## src/rtl/tgt_claim_pkg.sv

```systemverilog
package tgt_claim_pkg;

    localparam int CMD_W = 4;
    localparam int OP_W  = 3;

    localparam logic [CMD_W-1:0] CMD_MEM_RD   = 4'b0110;
    localparam logic [CMD_W-1:0] CMD_MEM_WR   = 4'b0111;
    localparam logic [CMD_W-1:0] CMD_BLK_RD   = 4'b1000;
    localparam logic [CMD_W-1:0] CMD_BLK_WR   = 4'b1001;
    localparam logic [CMD_W-1:0] CMD_CFG_RD   = 4'b1010;
    localparam logic [CMD_W-1:0] CMD_CFG_WR   = 4'b1011;
    localparam logic [CMD_W-1:0] CMD_RD_MULTI = 4'b1100;
    localparam logic [CMD_W-1:0] CMD_DUAL_ADR = 4'b1101;
    localparam logic [CMD_W-1:0] CMD_RD_LINE  = 4'b1110;
    localparam logic [CMD_W-1:0] CMD_WR_INVAL = 4'b1111;

    typedef enum logic [OP_W-1:0] {
        OP_NONE   = 3'd0,
        OP_MEM_RD = 3'd1,
        OP_MEM_WR = 3'd2,
        OP_CFG_RD = 3'd3,
        OP_CFG_WR = 3'd4
    } op_e;

    typedef enum logic [1:0] {
        ST_IDLE,
        ST_DUAL2,
        ST_XFER,
        ST_FINISH
    } phase_e;

endpackage

```

## src/rtl/tgt_cmd_decode.sv

```systemverilog
module tgt_cmd_decode
    import tgt_claim_pkg::*;
(
    input  logic [CMD_W-1:0] cmd,
    input  logic             pcix_mode,
    output logic             claimable,
    output logic             is_dual,
    output op_e              op_norm
);

    always_comb begin
        claimable = 1'b0;
        op_norm   = OP_NONE;
        is_dual   = (cmd == CMD_DUAL_ADR);
        case (cmd)
            CMD_MEM_RD: begin
                claimable = 1'b1;
                op_norm   = OP_MEM_RD;
            end
            CMD_MEM_WR: begin
                claimable = 1'b1;
                op_norm   = OP_MEM_WR;
            end
            CMD_BLK_RD: begin
                if (pcix_mode) begin
                    claimable = 1'b1;
                    op_norm   = OP_MEM_RD;
                end
            end
            CMD_BLK_WR: begin
                if (pcix_mode) begin
                    claimable = 1'b1;
                    op_norm   = OP_MEM_WR;
                end
            end
            CMD_CFG_RD: begin
                claimable = 1'b1;
                op_norm   = OP_CFG_RD;
            end
            CMD_CFG_WR: begin
                claimable = 1'b1;
                op_norm   = OP_CFG_WR;
            end
            CMD_RD_MULTI: begin
                if (!pcix_mode) begin
                    claimable = 1'b1;
                    op_norm   = OP_MEM_RD;
                end
            end
            CMD_RD_LINE: begin
                claimable = 1'b1;
                op_norm   = OP_MEM_RD;
            end
            CMD_WR_INVAL: begin
                claimable = 1'b1;
                op_norm   = OP_MEM_WR;
            end
            default: begin
                claimable = 1'b0;
                op_norm   = OP_NONE;
            end
        endcase
    end

endmodule

```

## src/rtl/tgt_phase_ctrl.sv

```systemverilog
module tgt_phase_ctrl
    import tgt_claim_pkg::*;
#(
    parameter int PHASES = 1
) (
    input  logic clk,
    input  logic rst_n,
    input  logic addr_strobe,
    input  logic addr_hit,
    input  logic claimable,
    input  logic is_dual,
    input  op_e  op_norm,
    input  logic init_ready,
    input  logic frame_end,
    output logic claim,
    output op_e  op,
    output logic tgt_ready,
    output logic tgt_stop
);

    localparam int CNT_W = (PHASES > 1) ? $clog2(PHASES) : 1;
    localparam logic [CNT_W-1:0] LAST_PHASE = CNT_W'(PHASES - 1);

    typedef struct packed {
        phase_e           state;
        logic             claim;
        op_e              op;
        logic             ready;
        logic             stop;
        logic [CNT_W-1:0] cnt;
    } ctrl_t;

    ctrl_t cur_q, nxt_d;

    logic take_d;
    assign take_d = addr_strobe && !is_dual && claimable && addr_hit;

    always_comb begin
        nxt_d       = cur_q;
        nxt_d.ready = 1'b0;
        nxt_d.stop  = 1'b0;
        case (cur_q.state)
            ST_IDLE: begin
                if (addr_strobe && is_dual) begin
                    nxt_d.state = ST_DUAL2;
                end else if (take_d) begin
                    nxt_d.state = ST_XFER;
                    nxt_d.claim = 1'b1;
                    nxt_d.op    = op_norm;
                    nxt_d.cnt   = '0;
                end
            end
            ST_DUAL2: begin
                nxt_d.state = ST_IDLE;
                if (take_d) begin
                    nxt_d.state = ST_XFER;
                    nxt_d.claim = 1'b1;
                    nxt_d.op    = op_norm;
                    nxt_d.cnt   = '0;
                end
            end
            ST_XFER: begin
                if (init_ready) begin
                    nxt_d.ready = 1'b1;
                    if (cur_q.cnt == LAST_PHASE) begin
                        nxt_d.stop  = 1'b1;
                        nxt_d.state = ST_FINISH;
                    end else begin
                        nxt_d.cnt = cur_q.cnt + 1'b1;
                    end
                end else if (frame_end) begin
                    nxt_d.state = ST_IDLE;
                    nxt_d.claim = 1'b0;
                    nxt_d.op    = OP_NONE;
                end
            end
            ST_FINISH: begin
                if (frame_end) begin
                    nxt_d.state = ST_IDLE;
                    nxt_d.claim = 1'b0;
                    nxt_d.op    = OP_NONE;
                end
            end
            default: begin
                nxt_d.state = ST_IDLE;
                nxt_d.claim = 1'b0;
                nxt_d.op    = OP_NONE;
            end
        endcase
    end

    always_ff @(posedge clk) begin
        if (!rst_n) begin
            cur_q.state <= ST_IDLE;
            cur_q.claim <= 1'b0;
            cur_q.op    <= OP_NONE;
            cur_q.ready <= 1'b0;
            cur_q.stop  <= 1'b0;
            cur_q.cnt   <= '0;
        end else begin
            cur_q <= nxt_d;
        end
    end

    assign claim     = cur_q.claim;
    assign op        = cur_q.op;
    assign tgt_ready = cur_q.ready;
    assign tgt_stop  = cur_q.stop;

endmodule

```

## src/rtl/tgt_claim_unit.sv

```systemverilog
module tgt_claim_unit
    import tgt_claim_pkg::*;
#(
    parameter int PHASES = 1
) (
    input  logic             clk,
    input  logic             rst_n,
    input  logic             addr_strobe,
    input  logic [CMD_W-1:0] cmd,
    input  logic             addr_hit,
    input  logic             pcix_mode,
    input  logic             init_ready,
    input  logic             frame_end,
    output logic             claim,
    output logic [OP_W-1:0]  op,
    output logic             tgt_ready,
    output logic             tgt_stop
);

    logic claimable_w;
    logic is_dual_w;
    op_e  op_norm_w;
    op_e  op_w;

    tgt_cmd_decode u_dec (
        .cmd       (cmd),
        .pcix_mode (pcix_mode),
        .claimable (claimable_w),
        .is_dual   (is_dual_w),
        .op_norm   (op_norm_w)
    );

    tgt_phase_ctrl #(.PHASES(PHASES)) u_ctrl (
        .clk         (clk),
        .rst_n       (rst_n),
        .addr_strobe (addr_strobe),
        .addr_hit    (addr_hit),
        .claimable   (claimable_w),
        .is_dual     (is_dual_w),
        .op_norm     (op_norm_w),
        .init_ready  (init_ready),
        .frame_end   (frame_end),
        .claim       (claim),
        .op          (op_w),
        .tgt_ready   (tgt_ready),
        .tgt_stop    (tgt_stop)
    );

    assign op = op_w;

endmodule

```

## config.mk

```make
export PLATFORM = sky130hd
export DESIGN_NAME = tgt_claim_unit
export DESIGN_NICKNAME = d
export VERILOG_FILES = /design/src/rtl/tgt_claim_pkg.sv /design/src/rtl/tgt_cmd_decode.sv /design/src/rtl/tgt_phase_ctrl.sv /design/src/rtl/tgt_claim_unit.sv
export SDC_FILE = /design/constraint.sdc
export NUM_CORES = 1
export LEC_CHECK = 0
export ABC_AREA = 1
export BUFFER_PORTS_ARGS = -buffer_cell sky130_fd_sc_hd__buf_2
export CAP_MARGIN = 10
export CORE_AREA = 2 2 39 41
export CTS_BUF_LIST = sky130_fd_sc_hd__clkbuf_8 sky130_fd_sc_hd__clkbuf_16
export DETAILED_ROUTE_END_ITERATION = 8
export DIE_AREA = 0 0 41 43
export PLACE_DENSITY = 0.73
export SLEW_MARGIN = 20
export SYNTH_ARGS = -nofsm -noshare
export SYNTH_HDL_FRONTEND = slang
export SYNTH_HIERARCHICAL = 1
export SYNTH_SLANG_ARGS = --single-unit
```

## constraint.sdc

```tcl
create_clock -name clk -period 1.43 [get_ports clk]
set_input_delay 0.286 -clock clk [delete_from_list [all_inputs] [get_ports clk]]
set_output_delay 0.286 -clock clk [all_outputs]
set_load 0.02 [all_outputs]
```

Word-level counts from Yosys, hierarchy flattened
Index checks and enable logic that the tools add are counted.
{"block": "totals", "inputBits": 11, "out_inout_bits": 6, "regBits": 9}
{"block": "classes", "eq_ne": 20, "reduce_logical": 16, "n_addsub": 1, "n_mux": 22}
{"op": "== test 4 bit (second input constant)", "count": 8}
{"op": "one-hot mux 6 bit (4 select lines)", "count": 1}
{"op": "one-hot mux 3 bit (7 select lines)", "count": 1}
{"op": "2-to-1 mux 6 bit", "count": 3}
{"op": "== test 4 x 3 -> 1 bit (second input constant)", "count": 2}
{"op": "2-to-1 mux 1 bit", "count": 8}
{"op": "2-to-1 mux 2 bit", "count": 4}
{"op": "2-to-1 mux 4 bit", "count": 2}
{"op": "!= test 2 bit (second input constant)", "count": 3}
{"op": "one-hot mux 1 bit (3 select lines)", "count": 2}
{"op": "AND reduction 3 bit", "count": 2}
{"op": "OR reduction 2 bit", "count": 3}
{"op": "OR reduction 6 bit", "count": 1}
{"op": "== test 2 bit (second input constant)", "count": 2}
{"op": "logical AND 1 bit", "count": 4}
{"op": "!= test 2 x 1 -> 1 bit (second input constant)", "count": 2}
{"op": "AND reduction 2 bit", "count": 2}
{"op": "AND reduction 4 bit", "count": 1}
{"op": "2-to-1 mux 3 bit", "count": 1}
{"op": "!= test 3 x 1 -> 1 bit (second input constant)", "count": 1}
{"op": "!= test 3 bit (second input constant)", "count": 1}
{"op": "nonzero test 3 bit", "count": 1}
{"op": "== test 2 x 1 -> 1 bit (second input constant)", "count": 1}
{"op": "zero test 2 bit", "count": 1}
{"op": "2 further kinds", "count": 2}

Logic depth before layout (Yosys ltp)
{"block": "logic_depth", "ltp_word": 8, "depth_mapped": 11}

Hierarchy
Netlist, hierarchy kept.
{"module": "tgt_phase_ctrl", "n_inst": 1, "seq_area_each_um2": 160.2, "area_each_um2": 372.9, "cells_per_inst": 50}
{"module": "tgt_cmd_decode", "n_inst": 1, "seq_area_each_um2": 0.0, "area_each_um2": 127.6, "cells_per_inst": 27}

Worst setup path before layout
OpenSTA, ideal clock, no wires.
{"block": "synth_timing", "path_type": "input to register", "start": "in cmd[1]", "end": "reg, netlist name u_ctrl/op[0]", "arrival_ps": 1159, "n_path_buf": 1, "path_stages": 10, "setup_slack_ps": 201, "setup_ps": 70, "path_cell_list": "buf_4 nor2_1 nand2_1 nand3_1 nand2_2 clkinv_2 nand3b_2 inv_2 nand2_1 a21oi_1"}
{"block": "synth_between", "elab_chain_len": 7, "word_cells_on_any_way": 29, "classes_between": "eq/ne: 13; mux: 6; reduce/logical: 10"}
{"element": "start: declaration", "line_no": "tgt_claim_unit.sv:9", "text": "input logic [CMD_W-1:0] cmd,"}
{"element": "== test 4 x 3 -> 1 bit / == test 4 bit (equally long branches)", "line_no": "tgt_cmd_decode.sv:15", "text": "case (cmd)"}
{"element": "OR reduction 6 bit (no source line) / OR reduction 2 bit (equally long branches)"}
{"element": "one-hot mux 1 bit (3 select lines) *", "line_no": "tgt_cmd_decode.sv:15"}
{"element": "named net claimable_w", "line_no": "tgt_claim_unit.sv:20", "text": "logic claimable_w;"}
{"element": "logical AND 1 bit * (2 in series)", "line_no": "tgt_phase_ctrl.sv:36", "text": "assign take_d = addr_strobe && !is_dual && claimable && addr_hit;"}
{"element": "!= test 2 x 1 -> 1 bit (no source line)"}
{"element": "AND reduction 4 bit (no source line) *"}
The timed path passes the listed nets; every way through them passes the cells marked *. The select of a mux whose other input is x is not followed.
A chain may end at the register's enable or synchronous reset.

Worst setup path in the final report
{"block": "layout_timing", "start": "in cmd[0]", "end": "reg, netlist name u_ctrl/op[0]"}
{"block": "layout_between", "elab_chain_len": 7, "word_cells_on_any_way": 29, "classes_between": "eq/ne: 13; mux: 6; reduce/logical: 10"}
{"element": "== test 4 bit *", "line_no": "tgt_cmd_decode.sv:14", "text": "is_dual = (cmd == CMD_DUAL_ADR);"}
{"element": "named net is_dual_w", "line_no": "tgt_claim_unit.sv:21", "text": "logic is_dual_w;"}
{"element": "zero test 1 bit", "line_no": "tgt_phase_ctrl.sv:36"}
{"element": "logical AND 1 bit (3 in series)", "line_no": "tgt_phase_ctrl.sv:36"}
{"element": "!= test 2 x 1 -> 1 bit (no source line)"}
{"element": "AND reduction 4 bit (no source line) *"}
Marks and branches as above.

==> impl_metrics.py <==
metrics = {
    "floorplanning": {
        "die_y_um": 43,
        "core_mm2": 0.00138,
        "io_pins": 17,
        "initial_core_util_pct": 36.2,
        "core.rowCount": 14,
        "die-width_um": 41,
        "die_area_mm2": 0.00176,
    },
    "yosys": {
        "yosys_register_bits": 8,
        "synthXorXnorAreaFrac_pct": 0,
        "synth_compound_area_share_pct": 6.25,
        "yosysWarnings": 6,
        "syn_inst": 77,
        "synth_cell_type_count": 16,
        "syn_nets": 88,
        "synthAdderAreaFrac_pct": 0,
        "synth_area_um2": 500,
        "synth_top_area_share_pct": 32.0,
        "yosysTopAreaCell": "dfxtp_1",
        "syn_area_per_cell_um2": 6.50,
        "synth-simple-area-share_pct": 46.5,
        "ys_seq_area_share_pct": 32.0,
        "synth_top_family_by_area": "simple AND/OR/NAND/NOR gates",
        "synth_area_leaders": "dfxtp_1 (32%), nand2_1 (13%), nand3_1 (12%)",
        "synthMuxAreaShare_pct": 0,
    },
    "power": {
        "power_density_mw_per_mm2": 985,
        "p_int_mw": 0.453,
        "vdd_drop_max_mv": 0.973,
        "p_switching_mw": 0.150,
        "p_clk_share_pct": 43.6,
        "swShare_pct": 24.8,
        "p_comb_share_pct": 16.6,
        "pwr-share-seq_pct": 39.8,
        "leakage_nw": 0.321,
    },
    "timing": {
        "slew_headroom_pct": 80.5,
        "finalHoldViolCount": 0,
        "worstMarginPinSlew_ns": 0.290,
        "setup_viol": 0,
        "finalSetupTns_ns": 0,
        "finalCritPeriodShare_pct": 81.9,
        "rsz0062_at_grt": "false",
        "finalClockSkew_ns": 0.000666,
        "finalCriticalPeriod_ns": 1.17,
        "report.final.slew_viol_count": 0,
        "fmax_ghz": 0.854,
    },
    "routing": {
        "ant_nets": 0,
        "totalWireLength_um": 961,
        "drt-pass1-iter-count": 4,
        "drc_errors": 0,
        "wl_per_cell_um": 8.90,
        "detail_route.vias_per_cell": 4.73,
        "drt-initial-drc-count": 13,
        "dr_total_vias": 511,
    },
    "finish": {
        "antenna_cells": 0,
        "layout_commonest_cell": "nand2_1",
        "fin_util_pct": 44.2,
        "area_growth_pct": 22.3,
        "drive_above_1_share_pct": 32.6,
        "layout_common_cells": "nand2_1 (17), buf_2 (16), nand3_1 (12)",
        "fin_nets": 105,
    },
    "min_path": {
        "hp-class": "in2reg",
        "holdPathStages": 3,
    },
    "setup_path": {
        "cp.depth": 9,
        "crit_path_cell_trace": "buf_2 > inv_1 > nor3_1 > nand2_1 > inv_1 > nand2_1 > nand3_2 > nand3_1 > a21oi_1",
        "cpPeakStageDelay_ns": 0.28,
        "startpoint_type": "input pin",
        "cp_num_buf_inv": 3,
        "path_class": "in2reg",
        "cp_slowest_cell": "nor3_1",
        "arrival_ns": 1.32,
        "path_delay_family": "simple AND/OR/NAND/NOR gates",
        "worstPathRequired_ns": 1.58,
        "critical_path.max_fanout": 4,
        "ff2ff_path_depth": 4,
        "crit_path_end_kind": "flip-flop",
    },
    "cts": {
        "path_clk_slew_ns": 0.04,
        "hold_buffers": 0,
        "postCtsSetupRepairBufs": 0,
        "cts_resized": 0,
        "cts_htree_levels": 1,
        "numCtsBuffers": 3,
        "cts-root-buf": "clkbuf_8",
        "cts_sinks": 8,
        "clk_latency_ns": 0.22,
        "cts_tree": "built",
        "clockBufferDepth": 2,
    },
    "job": {
        "maxCapViolCount": 0,
    },
    "status": {
        "status": "finished, final reports clean",
    },
    "global_route": {
        "grt_pass1_vias": 449,
        "grt_pass1_wl_um": 1670,
        "grt_overflow_total": 0,
        "grt_max_degree": 9,
        "grt_use_total_pct": 13.7,
        "grt_antenna_before_repair": 0,
    },
    "place": {
        "gp_congestion": 0.845,
        "dp_hpwl_um": 796,
        "port_buffers": 16,
    },
}
==> worst reg2reg max path: stages (launching register included) <==
cell	delay, ns
dfxtp_1	0.43
nand3_2	0.17
nand3_2	0.14
nand3_1	0.07
a21oi_1	0.14
==> synth_stat cells, drive strengths merged <==
library cell / number
a31oi: 1
nor3: 1
nand2: 19
nand3b: 1
inv: 11
buf: 4
nor2: 12
clkinv: 1
dfxtp: 8
a21oi: 5
nand3: 14
==> power groups by stage <==
| stage | combinational (mW) | sequential (mW) | clock (mW) |
|---|---|---|---|
| after floorplan | 0.0659 | 0.247 | 0 |
| after global placement | 0.0984 | 0.243 | 0 |
| after detailed placement | 0.100 | 0.244 | 0 |
| after CTS | 0.100 | 0.240 | 0.271 |
| after global routing | 0.115 | 0.241 | 0.291 |
| final | 0.100 | 0.240 | 0.263 |
==> layout make-up <==
class                           count  area [um2]
Multi-Input combinational cell     53         264
Sequential cell                     8         160
Inverter                           12        46.3
Tap cell                           16        20.0
Fill cell                         151         772
Timing Repair Buffer               16        80.1
Clock buffer                        3        41.3
==> layer usage <==
metal  routed length [um]  track usage [%]  vias up
met2                  456             21.3       12
met4                    0             2.00        0
li1                     -                -      271
met5                    0                0        -
met3                   47             7.85        0
met1                  457             16.2      228
==> registers in the layout, indices dropped and copies added (netlist names) <==
signal / count
u_ctrl/op: 3
u_ctrl/tgt_ready: 1
u_ctrl/claim: 1
u_ctrl/tgt_stop: 1
u_ctrl/cur_q: 2
==> worst paths after layout <==
| path | startpoint | endpoint | slack, ns |
|---|---|---|---|
| worst min-delay path | rst_n | u_ctrl/cur_q[8] | 0.33 |
| worst min register to register | u_ctrl/claim | u_ctrl/claim | 0.48 |
| worst max register to register | u_ctrl/cur_q[8] | u_ctrl/op[0] | 0.41 |
| worst max-delay path | cmd[0] | u_ctrl/op[0] | 0.26 |
==> through the flow <==
| step | total power [mW] | std cells | area [um2] | worst slack [ns] | hold slack (ns) |
|---|---|---|---|---|---|
| floorplan | 0.313 | 77 | 500 | 0.201 | 0.430 |
| global route | 0.647 | 108 | 612 | 0.0793 | 0.348 |
| CTS | 0.611 | 108 | 612 | 0.260 | 0.332 |
| global placement | 0.342 | 105 | 571 | 0.0910 | 0.465 |
| finish | 0.603 | 108 | 612 | 0.259 | 0.330 |
| detailed placement | 0.344 | 105 | 571 | 0.0311 | 0.472 |
==> cell families after synthesis <==
| group | Yosys count |
|---|---|
| AND/OR/NAND/NOR | 47 |
| AO/OA/AOI/OAI | 6 |
| flip-flops | 8 |
| buffers and inverters | 16 |
(Power assumes the default switching activity.)
